`config.mk`:
```
export PLATFORM = sky130hd
export DESIGN_NAME = mgmt_phy_responder
export DESIGN_NICKNAME = d
export VERILOG_FILES = /design/src/rtl/mgmt_phy_pkg.sv /design/src/rtl/mgmt_phy_cmd_port.sv /design/src/rtl/mgmt_phy_core.sv /design/src/rtl/mgmt_phy_irq.sv /design/src/rtl/mgmt_phy_responder.sv
export SDC_FILE = /design/constraint.sdc
export NUM_CORES = 1
export LEC_CHECK = 0
export ABC_CLOCK_PERIOD_IN_PS = 4700
export BUFFER_PORTS_ARGS = -buffer_cell sky130_fd_sc_hd__buf_2
export CAP_MARGIN = 20
export CELL_PAD_IN_SITES_DETAIL_PLACEMENT = 0
export CELL_PAD_IN_SITES_GLOBAL_PLACEMENT = 1
export CORE_UTILIZATION = 38
export DETAILED_ROUTE_END_ITERATION = 12
export PLACE_DENSITY_LB_ADDON = 0.15
export SLEW_MARGIN = 20
export SYNTH_ARGS = -nofsm -noshare
export SYNTH_HDL_FRONTEND = slang
export SYNTH_HIERARCHICAL = 1
export SYNTH_SLANG_ARGS = --single-unit
```
`constraint.sdc`:
```
create_clock -name clk -period 4.7 [get_ports clk]
set_input_delay 0.94 -clock clk [delete_from_list [all_inputs] [get_ports clk]]
set_output_delay 0.94 -clock clk [all_outputs]
set_load 0.05 [all_outputs]
```
`src/rtl/mgmt_phy_pkg.sv`:
```
package mgmt_phy_pkg;

  localparam int PHY_AW    = 4;
  localparam int REG_AW    = 4;
  localparam int PHY_DW    = 16;
  localparam int BUS_DW    = 32;
  localparam int BUS_AW    = 2;
  localparam int IRQ_W     = 2;
  localparam int LINK_BIT  = 2;

  // PHY register numbers
  localparam logic [REG_AW-1:0] PREG_CTRL    = 4'd0;
  localparam logic [REG_AW-1:0] PREG_STAT    = 4'd1;
  localparam logic [REG_AW-1:0] PREG_ID_HI   = 4'd2;
  localparam logic [REG_AW-1:0] PREG_ID_LO   = 4'd3;
  localparam logic [REG_AW-1:0] PREG_ADV     = 4'd4;
  localparam logic [REG_AW-1:0] PREG_PARTNER = 4'd5;

  // fixed values
  localparam logic [PHY_DW-1:0] CTRL_RESET   = 16'h3100;
  localparam logic [PHY_DW-1:0] STATUS_BASE  = 16'hFE28;
  localparam logic [PHY_DW-1:0] ID_HI_VAL    = 16'h0044;
  localparam logic [PHY_DW-1:0] ID_LO_VAL    = 16'h1400;
  localparam logic [PHY_DW-1:0] PARTNER_VAL  = 16'h0DE0;
  localparam int                CTRL_SOFTRST = 15;
  localparam int                CTRL_RESTART = 9;

  // bus words
  typedef enum logic [BUS_AW-1:0] {
    BW_CMD  = 2'd0,
    BW_DATA = 2'd1,
    BW_ISTA = 2'd2,
    BW_IEN  = 2'd3
  } bus_word_e;

  typedef struct packed {
    logic [PHY_AW-1:0] phy;
    logic [REG_AW-1:0] regn;
    logic              wr;
  } cmd_t;

  function automatic cmd_t cmd_decode(input logic [BUS_DW-1:0] w);
    cmd_t c;
    c.phy  = w[15:12];
    c.regn = w[7:4];
    c.wr   = w[1];
    return c;
  endfunction

  function automatic logic [PHY_DW-1:0] ctrl_masked(input logic [PHY_DW-1:0] d);
    logic [PHY_DW-1:0] m;
    m = d;
    m[CTRL_SOFTRST] = 1'b0;
    m[CTRL_RESTART] = 1'b0;
    return m;
  endfunction

  function automatic logic [PHY_DW-1:0] status_word(input logic link);
    logic [PHY_DW-1:0] s;
    s = STATUS_BASE;
    s[LINK_BIT] = link;
    return s;
  endfunction

  function automatic logic [PHY_DW-1:0] phy_read(input logic [REG_AW-1:0] r,
                                                 input logic [PHY_DW-1:0] ctrl,
                                                 input logic [PHY_DW-1:0] adv,
                                                 input logic              link);
    logic [PHY_DW-1:0] v;
    case (r)
      PREG_CTRL:    v = ctrl;
      PREG_STAT:    v = status_word(link);
      PREG_ID_HI:   v = ID_HI_VAL;
      PREG_ID_LO:   v = ID_LO_VAL;
      PREG_ADV:     v = adv;
      PREG_PARTNER: v = PARTNER_VAL;
      default:      v = '0;
    endcase
    return v;
  endfunction

endpackage

```
`src/rtl/mgmt_phy_cmd_port.sv`:
```
module mgmt_phy_cmd_port
  import mgmt_phy_pkg::*;
(
  input  logic              clk,
  input  logic              rst_n,
  input  logic              cmd_wr_i,
  input  logic [BUS_DW-1:0] cmd_wdata_i,
  output logic [BUS_DW-1:0] cmd_word_o,
  output logic              exec_o,
  output cmd_t              cmd_o
);

  logic [BUS_DW-1:0] cmd_q;
  logic              pend_q;

  always_ff @(posedge clk or negedge rst_n) begin
    if (!rst_n) begin
      cmd_q  <= '0;
      pend_q <= 1'b0;
    end else begin
      pend_q <= cmd_wr_i;
      if (cmd_wr_i) begin
        cmd_q    <= cmd_wdata_i;
        cmd_q[0] <= 1'b0;
      end
    end
  end

  assign cmd_word_o = cmd_q;
  assign exec_o     = pend_q;
  assign cmd_o      = cmd_decode(cmd_q);

  // a stored command executes on the next edge, exactly once
  p_exec_next_r9: assert property (@(posedge clk) disable iff (!rst_n)
    cmd_wr_i |=> exec_o);
  p_exec_once_r9: assert property (@(posedge clk) disable iff (!rst_n)
    !cmd_wr_i |=> !exec_o);
  // stored word never shows busy after a command write
  p_busy_clear_r1: assert property (@(posedge clk) disable iff (!rst_n)
    cmd_wr_i |=> (cmd_word_o[0] == 1'b0) && (cmd_word_o[BUS_DW-1:1] == $past(cmd_wdata_i[BUS_DW-1:1])));

endmodule

```
`src/rtl/mgmt_phy_core.sv`:
```
module mgmt_phy_core
  import mgmt_phy_pkg::*;
(
  input  logic              clk,
  input  logic              rst_n,
  input  logic              exec_i,
  input  cmd_t              cmd_i,
  input  logic [PHY_AW-1:0] phy_addr_i,
  input  logic              link_i,
  input  logic              data_wr_i,
  input  logic [PHY_DW-1:0] data_wdata_i,
  output logic [PHY_DW-1:0] data_o,
  output logic [PHY_DW-1:0] ctrl_o,
  output logic [PHY_DW-1:0] adv_o,
  output logic              hit_o
);

  logic [PHY_DW-1:0] ctrl_q, adv_q, data_q, rd_val;
  logic hit, wr_ctrl, soft_rst, wr_adv, ld_data;

  assign hit      = exec_i && (cmd_i.phy == phy_addr_i);
  assign rd_val   = phy_read(cmd_i.regn, ctrl_q, adv_q, link_i);
  assign wr_ctrl  = hit && cmd_i.wr && (cmd_i.regn == PREG_CTRL);
  assign soft_rst = wr_ctrl && data_q[CTRL_SOFTRST];
  assign wr_adv   = hit && cmd_i.wr && (cmd_i.regn == PREG_ADV);
  assign ld_data  = hit && !cmd_i.wr;

  always_ff @(posedge clk or negedge rst_n) begin
    if (!rst_n) begin
      ctrl_q <= CTRL_RESET;
      adv_q  <= '0;
    end else if (soft_rst) begin
      ctrl_q <= CTRL_RESET;
      adv_q  <= '0;
    end else begin
      if (wr_ctrl) ctrl_q <= ctrl_masked(data_q);
      if (wr_adv)  adv_q  <= data_q;
    end
  end

  always_ff @(posedge clk or negedge rst_n) begin
    if (!rst_n)         data_q <= '0;
    else if (ld_data)   data_q <= rd_val;
    else if (data_wr_i) data_q <= data_wdata_i;
  end

  assign data_o = data_q;
  assign ctrl_o = ctrl_q;
  assign adv_o  = adv_q;
  assign hit_o  = hit;

  // a command for another PHY changes nothing
  p_addr_miss_r2: assert property (@(posedge clk) disable iff (!rst_n)
    (exec_i && !hit && !data_wr_i) |=> ($stable(ctrl_o) && $stable(adv_o) && $stable(data_o)));
  // soft reset returns writable registers to reset values
  p_soft_rst_r4: assert property (@(posedge clk) disable iff (!rst_n)
    soft_rst |=> (ctrl_o == CTRL_RESET) && (adv_o == '0));
  // control write drops bits 15 and 9, keeps the rest
  p_ctrl_mask_r5: assert property (@(posedge clk) disable iff (!rst_n)
    (wr_ctrl && !data_q[CTRL_SOFTRST]) |=>
      !ctrl_o[CTRL_SOFTRST] && !ctrl_o[CTRL_RESTART] && (ctrl_o[14:10] == $past(data_o[14:10])));
  // writes to fixed or unknown registers leave state alone
  p_ro_regs_r8: assert property (@(posedge clk) disable iff (!rst_n)
    (hit && cmd_i.wr && (cmd_i.regn != PREG_CTRL) && (cmd_i.regn != PREG_ADV)) |=>
      ($stable(ctrl_o) && $stable(adv_o)));

endmodule

```
`src/rtl/mgmt_phy_irq.sv`:
```
module mgmt_phy_irq
  import mgmt_phy_pkg::*;
(
  input  logic             clk,
  input  logic             rst_n,
  input  logic [IRQ_W-1:0] set_i,
  input  logic             clr_wr_i,
  input  logic             en_wr_i,
  input  logic [IRQ_W-1:0] wdata_i,
  output logic [IRQ_W-1:0] sta_o,
  output logic [IRQ_W-1:0] en_o,
  output logic             irq_o
);

  logic [IRQ_W-1:0] sta_q, en_q, clr_mask;

  assign clr_mask = clr_wr_i ? wdata_i : '0;

  always_ff @(posedge clk or negedge rst_n) begin
    if (!rst_n) begin
      sta_q <= '0;
      en_q  <= '0;
    end else begin
      sta_q <= (sta_q & ~clr_mask) | set_i;
      if (en_wr_i) en_q <= wdata_i;
    end
  end

  assign sta_o = sta_q;
  assign en_o  = en_q;
  assign irq_o = |(sta_q & en_q);

  // write-one-to-clear empties the named bits when nothing new arrives
  p_w1c_r10: assert property (@(posedge clk) disable iff (!rst_n)
    (clr_wr_i && (set_i == '0)) |=> ((sta_o & $past(wdata_i)) == '0));
  // an event is always captured, even against a clear
  p_set_wins_r10: assert property (@(posedge clk) disable iff (!rst_n)
    (|set_i) |=> ((sta_o & $past(set_i)) == $past(set_i)));

endmodule

```
`src/rtl/mgmt_phy_responder.sv`:
```
module mgmt_phy_responder
  import mgmt_phy_pkg::*;
(
  input  logic              clk,
  input  logic              rst_n,
  input  logic [PHY_AW-1:0] phy_addr_i,
  input  logic              link_up_i,
  input  logic              bus_wr_i,
  input  logic [BUS_AW-1:0] bus_addr_i,
  input  logic [BUS_DW-1:0] bus_wdata_i,
  output logic [BUS_DW-1:0] bus_rdata_o,
  output logic              irq_o,
  output logic [PHY_DW-1:0] ctrl_o,
  output logic [PHY_DW-1:0] status_o
);

  logic              link_q, link_evt, hit;
  logic              wr_cmd, wr_data, wr_ista, wr_ien, exec;
  logic [BUS_DW-1:0] cmd_word;
  logic [PHY_DW-1:0] data_w, adv_w;
  logic [IRQ_W-1:0]  ista_w, ien_w;
  cmd_t              cmd;

  assign wr_cmd  = bus_wr_i && (bus_addr_i == BW_CMD);
  assign wr_data = bus_wr_i && (bus_addr_i == BW_DATA);
  assign wr_ista = bus_wr_i && (bus_addr_i == BW_ISTA);
  assign wr_ien  = bus_wr_i && (bus_addr_i == BW_IEN);

  // link sampler
  always_ff @(posedge clk or negedge rst_n) begin
    if (!rst_n) link_q <= 1'b0;
    else        link_q <= link_up_i;
  end
  assign link_evt = link_q ^ link_up_i;

  mgmt_phy_cmd_port u_cmd (
    .clk         (clk),
    .rst_n       (rst_n),
    .cmd_wr_i    (wr_cmd),
    .cmd_wdata_i (bus_wdata_i),
    .cmd_word_o  (cmd_word),
    .exec_o      (exec),
    .cmd_o       (cmd)
  );

  mgmt_phy_core u_core (
    .clk          (clk),
    .rst_n        (rst_n),
    .exec_i       (exec),
    .cmd_i        (cmd),
    .phy_addr_i   (phy_addr_i),
    .link_i       (link_q),
    .data_wr_i    (wr_data),
    .data_wdata_i (bus_wdata_i[PHY_DW-1:0]),
    .data_o       (data_w),
    .ctrl_o       (ctrl_o),
    .adv_o        (adv_w),
    .hit_o        (hit)
  );

  mgmt_phy_irq u_irq (
    .clk      (clk),
    .rst_n    (rst_n),
    .set_i    ({link_evt, hit}),
    .clr_wr_i (wr_ista),
    .en_wr_i  (wr_ien),
    .wdata_i  (bus_wdata_i[IRQ_W-1:0]),
    .sta_o    (ista_w),
    .en_o     (ien_w),
    .irq_o    (irq_o)
  );

  assign status_o = status_word(link_q);

  always_comb begin
    case (bus_addr_i)
      BW_CMD:  bus_rdata_o = cmd_word;
      BW_DATA: bus_rdata_o = {{(BUS_DW-PHY_DW){1'b0}}, data_w};
      BW_ISTA: bus_rdata_o = {{(BUS_DW-IRQ_W){1'b0}}, ista_w};
      default: bus_rdata_o = {{(BUS_DW-IRQ_W){1'b0}}, ien_w};
    endcase
  end

  // status link bit tracks the input one edge later
  p_link_follow_r6: assert property (@(posedge clk) disable iff (!rst_n)
    1'b1 |=> (status_o[LINK_BIT] == $past(link_up_i)));
  // link bit stays put across a soft reset of the PHY registers
  p_link_kept_r4: assert property (@(posedge clk) disable iff (!rst_n)
    (hit && cmd.wr && (cmd.regn == PREG_CTRL) && (link_q == link_up_i)) |=>
      $stable(status_o));

endmodule

```
==> qor_table.md <==
| Metric | Value |
| --- | --- |
| Fin worst setup slack | 1.34 ns |
| Number of distinct library cells after synthesis | 42 |
| CTS tree | done |
| Leakage | 2.58 nW |
| Number of nets at the end of the flow | 484 |
| Tcrit/Tclk final | 71.5% |
| Fraction of the yosys area taken by sequential cells | 46.8% |
| CP endpoint kind | primary output |
| Share of total power in the clock network | 34.2% |
| DRC | 0 |
| Top achievable clock speed | 298 MHz |
| Master of the slowest instance on the critical path | nor2_1 |
| Max FO, Critical Path | 20 |
| Family of cells with the greatest summed delay on the critical path | simple AND/OR/NAND/NOR gates |
| Placed instance area | 4790 µm² |
| CP arrival | 2.42 ns |
| 1st-pass router iterations | 6 |
| Type of the tightest min-delay check | flop to flop |
| Average routed wire per standard cell | 18.4 µm |
| Remaining max-slew budget at the tightest pin | 28.8% |
| Die span in x | 110 µm |
| Fillers | 1122 |
| Core Region | 11400 µm² |
| Slew @ Worst Pin | 1.07 ns |
| Fraction of registers with async set/reset | 100% |
| Global router's overall resource usage | 19.3% |
| Run status | finished, final reports clean |
| Maximum buffer depth of the clock tree | 2 |
| Vias in the first global route | 2914 |
| Y dimension of the die | 110 µm |
| Row cnt | 39 |
| Pin count of the biggest net entering global routing | 54 |
| Unrepaired setup endpoints after global routing | false |
| First-pass GRT wire length | 16.9 mm |
| Vias per cell | 5.09 |
| Number of H-tree levels | 3 |
| Cts bufs inserted | 9 |
| Worst setup path class | primary input to primary output |
| Count of buffers inserted at the top-level ports | 89 |
| Combinational share of power | 23.8% |
| Setup Fix Bufs, Post-CTS | 0 |
| Post-synthesis average cell area | 11.9 µm² |
| Overall die area | 12100 µm² |
| Crit-path max cell delay | 0.68 ns |
| Critical Path, Cell by Cell | buf_2 -> nor2_1 -> and2_1 -> buf_2 |
| CP Launch Type | primary input |
| Number of setup violations in the final report | 0 |
| Gate Count Post-Synth | 374 |
| Initial core utilization | 39.0% |
| Switching portion of total power | 32.8% |
| Aggregate negative setup slack | 0 ns |
| Number of register bits inferred by synthesis | 83 |
| Total non-filler cell area in the finished layout | 5100 µm² |
| I/O pin cnt | 107 |
| Power per standard cell area | 424 nW/µm² |
| Number of vias in the routed layout | 3005 |
| Total gr overflow | 0 |
| Total number of clock tree sinks | 83 |
| DPL Wire Length | 7.00 mm |
| Required arrival time at the worst endpoint | 3.76 ns |
| Count of hold-fix buffers inserted at cts | 0 |
| Clock latency on the worst-skew pair | 0.34 ns |
| Net switching power figure | 0.710 mW |
| Shortest clock period the worst path allows after layout | 3.36 ns |
| Cell internal power dissipation | 1.45 mW |
| Hold violation total from the final report | 0 |
| Number of antenna violations at the first check in global routing | 0 |
| Top cell by count, worst path | buf_2 |
| Number of max-cap violations | 0 |
| Place WS | 1.07 ns |
| Initial detailed-routing violation count | 138 |
| CTS resizes | 0 |
| IR drop worst, VDD | 0.218 mV |
| Total detailed-routing wirelength | 10.8 mm |
| Cell area after synthesis | 4450 µm² |
| Number of buffers and inverters on the critical path | 2 |
| YS warnings | 6 |
| Layout cell share with drive strength beyond 1 | 38.5% |
| Commonest register cell after synthesis | dfrtp_1 |
| # diodes | 0 |
| Clock slew seen by the registers of the worst setup and hold paths | 0.06 ns |
| Area added between synthesis and finish | 14.6% |
| Number of routed nets with antenna violations | 0 |
| Clock Skews | 0.00538 ns |
| Final RePlAce weighted congestion | 0.720 |
| Seq pwr share | 42.0% |
| Fin. max-slew vios | 0 |
| Post-synth EDFFs | 0 |
| CTS Root Buffer Type | clkbuf_16 |
-- final cells by class --
cell class	count	area, µm²	share of cell area, %
sequential	83	2080	40.8
multi-input combinational	252	2040	39.9
timing repair buffer	93	478	9.37
clock buffer	12	267	5.23
tap	143	179	3.51
clock inverter	4	47.5	0.932
inverter	3	11.3	0.221
-- tightest hold or removal path: stages, from the launching register on --
cell and delay, ns:
dfstp_2 0.37, inv_1 0.04, mux2i_1 0.06
-- per-layer routing --
layer,vias up,GRT usage [%],share of wire [%]
li1,1392,-,-
met1,1524,27.5,47
met2,77,29.5,47
met3,12,3.17,4.3
met4,0,7.05,1.6
met5,-,0,0
-- synthesized netlist by cell type (all sizes together), types with 2 or more instances --
library cell	count	share of area [%]
a211o	2	0.39
a21o	4	0.67
a21oi	2	0.22
a22o	16	3.1
and2	17	2.4
and2b	7	1.2
and3	2	0.28
and4	2	0.42
buf	45	8.0
clkbuf	5	0.48
conb	4	0.34
dfrtp	80	45
dfstp	3	1.8
inv	3	0.25
mux2	53	14
mux2i	46	10
mux4	2	1.0
nand2	16	1.3
nand4b	2	0.67
nor2	30	2.5
nor2b	6	0.84
nor3	3	0.34
o21ai	5	0.56
o2bb2ai	4	0.79
xor2	4	0.79
-- power by group through the flow --
stage	registers [mW]	clock network (mW)	logic, mW
2_1_floorplan	0.883	0	0.438
3_3_place_gp	0.920	0	0.510
3_5_place_dp	0.922	0	0.517
4_1_cts	0.909	0.763	0.519
5_1_grt	0.924	0.793	0.556
6_report	0.908	0.739	0.514
-- worst paths after layout --
path                            cells after the start                end  slack [ns]                start
worst max-delay path                                4    bus_rdata_o[17]        1.34        bus_addr_i[0]
worst min-delay path                                2  u_core/ctrl_o[13]        0.48    u_core/ctrl_o[13]
worst max register to register                      3   u_core/ctrl_o[2]        1.77  u_cmd/cmd_word_o[5]
worst min register to register                      2  u_core/ctrl_o[13]        0.48    u_core/ctrl_o[13]
max in group asynchronous                           2   u_core/ctrl_o[8]        3.12                rst_n
min in group asynchronous                           1    u_core/adv_o[5]        0.64                rst_n
-- sequential cells by signal, indices dropped and copies added (netlist names) --
name and flops:
link_q 1, u_cmd/cmd_word_o 31, u_cmd/exec_o 1, u_core/adv_o 16, u_core/ctrl_o 14, u_core/data_o 16, u_irq/en_o 2, u_irq/sta_o 2
-- cell families after synthesis --
family	after synthesis	synth area share, %
mux	101	25.5
xor+xnor	5	0.984
compound gates	37	6.52
simple gates	91	11.2
buf+inv	53	8.69
other cells	4	0.337
flops	83	46.8
-- per-stage QoR --
| stage | instances | util [%] | power [mW] | hold slack (ns) |
|---|---|---|---|---|
| finish | 590 | 44.7 | 2.16 | 0.477 |
| global route | 590 | 44.7 | 2.27 | 0.505 |
| CTS | 590 | 44.7 | 2.19 | 0.480 |
| detailed placement | 574 | 41.9 | 1.44 | 0.471 |
| global placement | 574 | 41.9 | 1.43 | 0.462 |
| floorplan | 388 | - | 1.32 | 0.457 |
-- layout by cell type (no fill, tap or decap), drive strengths merged, types with 2 or more instances in the layout --
cell     netlist  layout
conb           4      18
clkbuf         5      12
a21oi          2       2
and2b          7       7
mux2          53      53
a211o          2       2
dfrtp         80      80
xor2           4       4
buf           45      93
clkinv         0       2
nor2b          6       6
a22o          16      16
dfstp          3       3
nor3           3       3
nor2          30      30
nand4b         2       2
a21o           4       4
mux2i         46      46
nand2         16      16
and2          17      17
o2bb2ai        4       4
inv            3       3
o21ai          5       5
and3           2       2
mux4           2       2
and4           2       2
No activity file was read; power rests on OpenSTA's default activity.
